**src/rtl/vit_cmp_sel.sv**
```systemverilog
module vit_cmp_sel #(
  parameter int ACC_W  = 40,
  parameter int LANE_W = 16,
  parameter int TB_W   = 16
) (
  input  logic             clk,
  input  logic             rst_n,
  input  logic             en,
  input  logic [2:0]       op,
  input  logic             tb_clr,
  input  logic [ACC_W-1:0] opa,
  input  logic [ACC_W-1:0] opb,
  output logic [ACC_W-1:0] res,
  output logic [TB_W-1:0]  tb
);
  localparam int NLANE  = 2;
  localparam int GUARD_W = ACC_W - NLANE*LANE_W;

  wire is_min  = op[0];
  wire is_simd = op[1];
  wire is_vit  = op[2];

  wire s_lt   = $signed(opb) < $signed(opa);
  wire s_gt   = $signed(opb) > $signed(opa);
  wire s_pick = is_min ? s_lt : s_gt;

  logic [NLANE-1:0]        l_pick;
  logic [NLANE*LANE_W-1:0] l_res;

  for (genvar i = 0; i < NLANE; i++) begin : g_lane
    wire [LANE_W-1:0] la = opa[i*LANE_W +: LANE_W];
    wire [LANE_W-1:0] lb = opb[i*LANE_W +: LANE_W];
    wire lt = $signed(lb) < $signed(la);
    wire gt = $signed(lb) > $signed(la);
    assign l_pick[i] = is_min ? lt : gt;
    assign l_res[i*LANE_W +: LANE_W] = l_pick[i] ? lb : la;
  end

  wire [ACC_W-1:0] simd_res = {{GUARD_W{l_res[NLANE*LANE_W-1]}}, l_res};
  wire [ACC_W-1:0] nxt_res  = is_simd ? simd_res : (s_pick ? opb : opa);
  wire [TB_W-1:0]  nxt_tb   = is_simd ? {tb[TB_W-NLANE-1:0], l_pick}
                                      : {tb[TB_W-2:0], s_pick};

  always_ff @(posedge clk) begin
    if (!rst_n) begin
      res <= '0;
      tb  <= '0;
    end else begin
      if (en) res <= nxt_res;
      if (tb_clr)             tb <= '0;
      else if (en && is_vit)  tb <= nxt_tb;
    end
  end
endmodule


```
**config.mk**
```make
export PLATFORM = sky130hd
export DESIGN_NAME = vit_cmp_sel
export DESIGN_NICKNAME = d
export VERILOG_FILES = /design/src/rtl/vit_cmp_sel.sv
export SDC_FILE = /design/constraint.sdc
export NUM_CORES = 1
export LEC_CHECK = 0
export BUFFER_PORTS_ARGS = -buffer_cell sky130_fd_sc_hd__buf_2
export CAP_MARGIN = 25
export CELL_PAD_IN_SITES_DETAIL_PLACEMENT = 0
export CELL_PAD_IN_SITES_GLOBAL_PLACEMENT = 1
export CORE_UTILIZATION = 40
export CTS_CLUSTER_DIAMETER = 60
export DETAILED_ROUTE_END_ITERATION = 7
export PLACE_DENSITY_LB_ADDON = 0.08
export SYNTH_ARGS = -nofsm -noshare
export SYNTH_HDL_FRONTEND = slang
export SYNTH_SLANG_ARGS = --single-unit
export TNS_END_PERCENT = 50
```
**constraint.sdc**
```tcl
create_clock -name clk -period 6.6 [get_ports clk]
set_input_delay 0.33 -clock clk [delete_from_list [all_inputs] [get_ports clk]]
set_output_delay 0.33 -clock clk [all_outputs]
set_load 0.01 [all_outputs]
```
==> results.toml, run 1 <==
[route]
num_vias = 4278
vias_per_cell = 5.549
drt.antenna.violating_nets = 0
dr.first_iter.drc_count = 135
first_pass_iters = 5
wl_per_cell_um = 15.59
wl_mm = 12.02
drc = 0

[floorplanning]
die_h_um = 104.7
core_area_mm2 = 0.01028
num_rows = 37
die_x_um = 104.7
start_util_pct = 41.05
die_area_mm2 = 0.01096
io_pins = 143

[cts]
cts_tree = "done"
hold_buffers = 0
worstSkewPairLatency_ps = 330
path_clk_slew_ps = 120
cts_buffers = 5
cts_buffer_depth = 2
cts.sinks = 56
ctsResizeCount = 0
htreeDepth = 2
root_buffer = "clkbuf_8"
post-cts-setup-buffer-count = 0

[worst_hold_path]
min_from = "opa[39]"
min_path_type = "in2reg"
hold-path-cell-count = 3
hold_end = "res[39]"

[placement]
preCtsSetupSlack_ps = 3092
place_area_mm2 = 0.005011
io_buffers = 142
gp_congestion = 0.7855
hpwl_mm = 8.537

[sta]
hold_violations = 0
fin_skew_ps = 1.779
setup_ws_ps = 3494
rsz0062_at_grt = "false"
maxSlewHeadroom_pct = 46.89
period_needed_ps = 3106
finalCritPeriodShare_pct = 47.07
slew_viol_final = 0
fmax_ghz = 0.3219
worstMarginPinSlew_ps = 794.9
setup_viol = 0
fin_tns_setup_ps = 0

[yosys]
ys.warnings.count = 0
syn-cell-area_mm2 = 0.004219
ys_async_sr_fraction_pct = 0
syn_nets = 640
ys_seq_elements = 56
ys.flop_type = "dfxtp_1"
synth_edf_count = 0
yosysSeqAreaShare_pct = 26.57
synth_area_per_cell_um2 = 8.240
synth_cell_types = 52
syn_inst = 512

[power]
p_sw_share_pct = 36.37
power_frac_clock_pct = 23.7
seqPwrFrac_pct = 41.9
p_int_uw = 572.0
total_power_uw = 898.9
vdd_drop_max_mv = 0.08385
switchingPower_uw = 327.0
p_comb_share_pct = 34.4
power.density_mw_per_mm2 = 176.1
p_leak_nw = 2.374

[worst_setup_path]
crit_path_start_kind = "input pin"
path_class = "in2reg"
cp_num_buf_inv = 3
crit_path_max_fanout = 16
crit_slowest_cell = "mux2i_2"
cp_data_required_time_ps = 6860
cp_slowest_stage_delay_ps = 540
reg2reg_setup_slack_ps = 5640
crit_path_end_kind = "flop"
cp_data_arrival_time_ps = 3370
worstSetupStartpoint = "opa[15]"
cp_top_family = "compound AO/OA/AOI/OAI gates"
r2r-end = "tb[0]"
rr_startpoint = "tb[0]"
crit_chain = "buf_2 -> inv_1 -> ha_1 -> nand4_1 -> nor4_1 -> a211o_1 -> nor2_1 -> mux2i_2 -> buf_4 -> o211a_2 -> a22oi_1 -> a41oi_1"
reg2reg_depth = 3

[grt]
grt_pass1_vias = 4065
grt_max_degree = 75
grt_pass1_wl_mm = 19.75
antenna_found_initial = 0
grt_usage_pct = 22.11
grt_remaining_overflow = 0

[layout]
diodes = 0
area.growth.synth_to_final_pct = 21.03
filler_cell_count = 1084
fin_nets = 762
design_area_mm2 = 0.005106
drive_gt1_share_pct = 28.50

[status]
status = "finished clean"

[job]
cap_violations = 0
[cell usage in the layout, fill, tap and decap left out, types with 6 or more instances in the layout]
| cell type | count |
|---|---|
| o21ai_1 | 31 |
| a22oi_1 | 16 |
| nand2_1 | 30 |
| mux2i_1 | 17 |
| a21oi_1 | 14 |
| nand3_1 | 37 |
| a41oi_2 | 10 |
| dfxtp_1 | 56 |
| o21ai_0 | 44 |
| a41oi_1 | 6 |
| mux2_1 | 16 |
| buf_4 | 6 |
| inv_1 | 46 |
| ha_1 | 41 |
| a31oi_1 | 25 |
| nor2_1 | 23 |
| a211oi_1 | 16 |
| buf_2 | 142 |
[worst register-to-register path, stage by stage, from the launching register on]
cell and delay, ps:
dfxtp_1 380, inv_1 60, or3_1 380, o41ai_2 60
[metal layers]
layer / part of all wire (%) / vias to the layer above / track usage [%]
li1: - / 2156 / -
met1: 48 / 1997 / 29.79
met2: 45 / 114 / 35.29
met3: 6.1 / 11 / 4.866
met4: 1.3 / 0 / 6.338
met5: 0 / - / 0
[sequential cells by signal, summed over array words and instances, names as in the netlist]
name  flops
res      40
tb       16
[cell usage after synthesis, drive strengths merged (17+ instances only)]
master  count  area, um^2
a22oi      17       132.6
a31oi      25       156.4
clkbuf     23       86.33
dfxtp      56        1121
ha         41       513.0
inv        46       172.7
mux2       20       232.7
mux2i      20       216.5
nand2      30       112.6
nand3      37       185.2
nor2       23       86.33
o21ai      75       375.4
[per-stage QoR]
stage                     std cells  hold slack [ps]  util (%)
after floorplan                 512            493.7         -
after global placement          762            484.0     48.49
after detailed placement        763            499.0     48.76
after CTS                       771            252.6     49.68
after global routing            771            263.7     49.68
final                           771            265.0     49.68
[worst max-delay path by stage]
| stage | endpoint | depth (start not counted) |
|---|---|---|
| 2_1_floorplan | res[11] | 11 |
| 3_3_place_gp | res[6] | 11 |
| 3_5_place_dp | res[0] | 12 |
| 4_1_cts | res[5] | 12 |
| 5_1_grt | res[3] | 12 |
| 6_report | res[5] | 12 |
[logic make-up after synthesis]
logic type	Yosys count	synth area share [%]
mux	40	10.65
fa+ha+maj	41	12.16
xor+xnor	1	0.2076
buf+inv	80	8.007
simple gates	115	13.64
flops	56	26.57
compound gates	179	28.77
[final cells by class]
class                      instances  area, um^2  share of cell area [%]
multi-input combinational        376        2764                   54.13
clock buffer                       5       68.82                   1.348
inverter                          46       172.7                   3.382
tap                              136       170.2                   3.333
clock inverter                     3       26.28                  0.5146
sequential                        56        1121                   21.96
timing repair buffer             149       783.3                   15.34
[power by group through the flow]
stage	registers, mW	logic [mW]	clock network [mW]
after floorplan	0.395	0.192	0
after global routing	0.380	0.345	0.236
final	0.376	0.310	0.213
after CTS	0.376	0.312	0.225
after detailed placement	0.384	0.311	0
after global placement	0.383	0.303	0
(Power assumes the default switching activity.)
==> inputs of run 2 (changes only) <==
--- a/config.mk
+++ b/config.mk
@@ -9,7 +9,7 @@
 export CAP_MARGIN = 25
 export CELL_PAD_IN_SITES_DETAIL_PLACEMENT = 0
 export CELL_PAD_IN_SITES_GLOBAL_PLACEMENT = 1
-export CORE_UTILIZATION = 40
+export CORE_UTILIZATION = 33
 export CTS_CLUSTER_DIAMETER = 60
 export DETAILED_ROUTE_END_ITERATION = 7
 export PLACE_DENSITY_LB_ADDON = 0.08
==> constraint.sdc (replaced) <==
create_clock -name clk -period 2.7 [get_ports clk]
set_input_delay 0.135 -clock clk [delete_from_list [all_inputs] [get_ports clk]]
set_output_delay 0.135 -clock clk [all_outputs]
set_load 0.01 [all_outputs]
==> results.toml, run 2 (same netlist as run 1, synthesis figures left out) <==
[placement]
place_area_mm2 = 0.005274
hpwl_mm = 9.211
io_buffers = 142
placed_cells_incl_taps = 824
gp_congestion = 0.8097

[layout]
filler_cell_count = 1286
final_common_cell = "buf_2"
top_register = "res"
area.growth.synth_to_final_pct = 29.12
largestRegisters = "res (40), tb (16)"
layout_common_cells = "142 x buf_2, 56 x dfxtp_1, 46 x inv_1"
largest_register_ffs = 40
instances_no_fill = 834
fin_nets = 792
design_area_mm2 = 0.005448
drive_gt1_share_pct = 31.73

[worst_setup_path]
reg2reg_depth = 3
cp_top_family = "compound AO/OA/AOI/OAI gates"
cp_slowest_stage_delay_ps = 390
r2r-end = "tb[0]"
worstSetupStartpoint = "opa[33]"
reg2reg_setup_slack_ps = 1750
crit_path_max_fanout = 5
crit_chain = "buf_2 -> inv_1 -> ha_1 -> a21o_1 -> a221o_1 -> a221o_1 -> or3_4 -> nand4_4 -> buf_4 -> mux2i_4 -> buf_4 -> nand3_1 -> a31oi_1"
crit_path_start_kind = "input pin"
cp_data_required_time_ps = 2940
cp_num_buf_inv = 4
crit_slowest_cell = "or3_4"
cp_data_arrival_time_ps = 2800
path_class = "in2reg"
rr_startpoint = "tb[0]"
crit_path_end_kind = "flop"

[sta]
period_needed_ps = 2558
fmax_ghz = 0.3909
whs_ps = 97.63
hold_violations = 0
worstMarginPinSlew_ps = 808.2
finalCritPeriodShare_pct = 94.74
maxSlewHeadroom_pct = 46.00
setup_viol = 0
slew_viol_final = 0
fin_skew_ps = 1.605
rsz0062_at_grt = "false"

[floorplanning]
die_area_mm2 = 0.01324
die_h_um = 115.1
die_x_um = 115.1
core_area_mm2 = 0.01221
start_util_pct = 34.55
num_rows = 40
io_pins = 143

[worst_hold_path]
min_from = "opa[21]"
hold_end = "res[21]"
hold-path-cell-count = 3
min_path_type = "in2reg"

[grt]
grt_max_degree = 41
gr-usage-met3_pct = 4.692
grt_util_met2_pct = 31.45
met1_usage_pct = 26.48
grt-busiest-layer = "met2"
grt_usage_pct = 19.72
grt_remaining_overflow = 0
antenna_found_initial = 1
grt_pass1_wl_mm = 20.53
grt_pass1_vias = 4091

[cts]
cts_buffers = 5
root_buffer = "clkbuf_16"
hold_buffers = 0
worstSkewPairLatency_ps = 310
cts_buffer_depth = 2
post-cts-setup-buffer-count = 0
cts_tree = "done"
cts.sinks = 56
htreeDepth = 2
path_clk_slew_ps = 80

[route]
vias_per_cell = 5.258
wl_per_cell_um = 15.57
drc = 0
first_pass_iters = 4
drt.antenna.violating_nets = 0
num_vias = 4385
dr.first_iter.drc_count = 235
wl_mm = 12.98

[power]
vdd_drop_max_mv = 0.2445
total_power_mw = 2.456
p_leak_nw = 2.546
power.density_mw_per_mm2 = 450.9

[status]
status = "finished clean"

[job]
cap_violations = 0
## run 2: metal layers
layer	up-vias	wire, um
met4	0	161
met1	2040	6300
met3	10	708
li1	2222	-
met5	-	0
met2	113	5813
## run 2: worst max-delay path by stage
stage	end	slack (ps)	cells past startpoint
6_report	res[35]	140	13
5_1_grt	res[38]	20	12
4_1_cts	res[37]	100	13
3_5_place_dp	res[35]	-200	13
3_3_place_gp	res[33]	-140	13
2_1_floorplan	res[11]	80	11
## run 2: layout make-up
cell class,instances,area (um^2),share of cell area (%)
Timing Repair Buffer,179,1017,18.67
Clock buffer,5,125.1,2.297
Clock inverter,3,26.28,0.4823
Sequential cell,56,1121,20.58
Inverter,46,172.7,3.170
Multi-Input combinational cell,376,2773,50.90
Tap cell,168,210.2,3.859
Antenna cell,1,2.502,0.04593
## run 2: through the flow
| step | setup WS, ps | util, % | setup TNS, ps |
|---|---|---|---|
| floorplan | 80.81 | - | 0 |
| global placement | -144.2 | 43.19 | -3928 |
| detailed placement | -202.6 | 43.19 | -5770 |
| CTS | 102.4 | 44.43 | 0 |
| global route | 16.00 | 44.61 | 0 |
| finish | 142.1 | 44.61 | 0 |
## run 2: worst register-to-register path, cell delays in order (launching register included)
cell and delay (ps):
dfxtp_1 370, inv_1 60, or3_1 370, o41ai_2 50
## run 2: report_power, final
part	total [mW]	switching, mW	internal [mW]
Sequential	0.920	0.0327	0.887
Combinational	0.824	0.459	0.365
Clock	0.713	0.358	0.355
## run 2: repair_timing
action,in CTS,in global routing
endpoints found under the setup margin,0,8
endpoints found under the hold margin,0,0
gates resized for setup,0,3
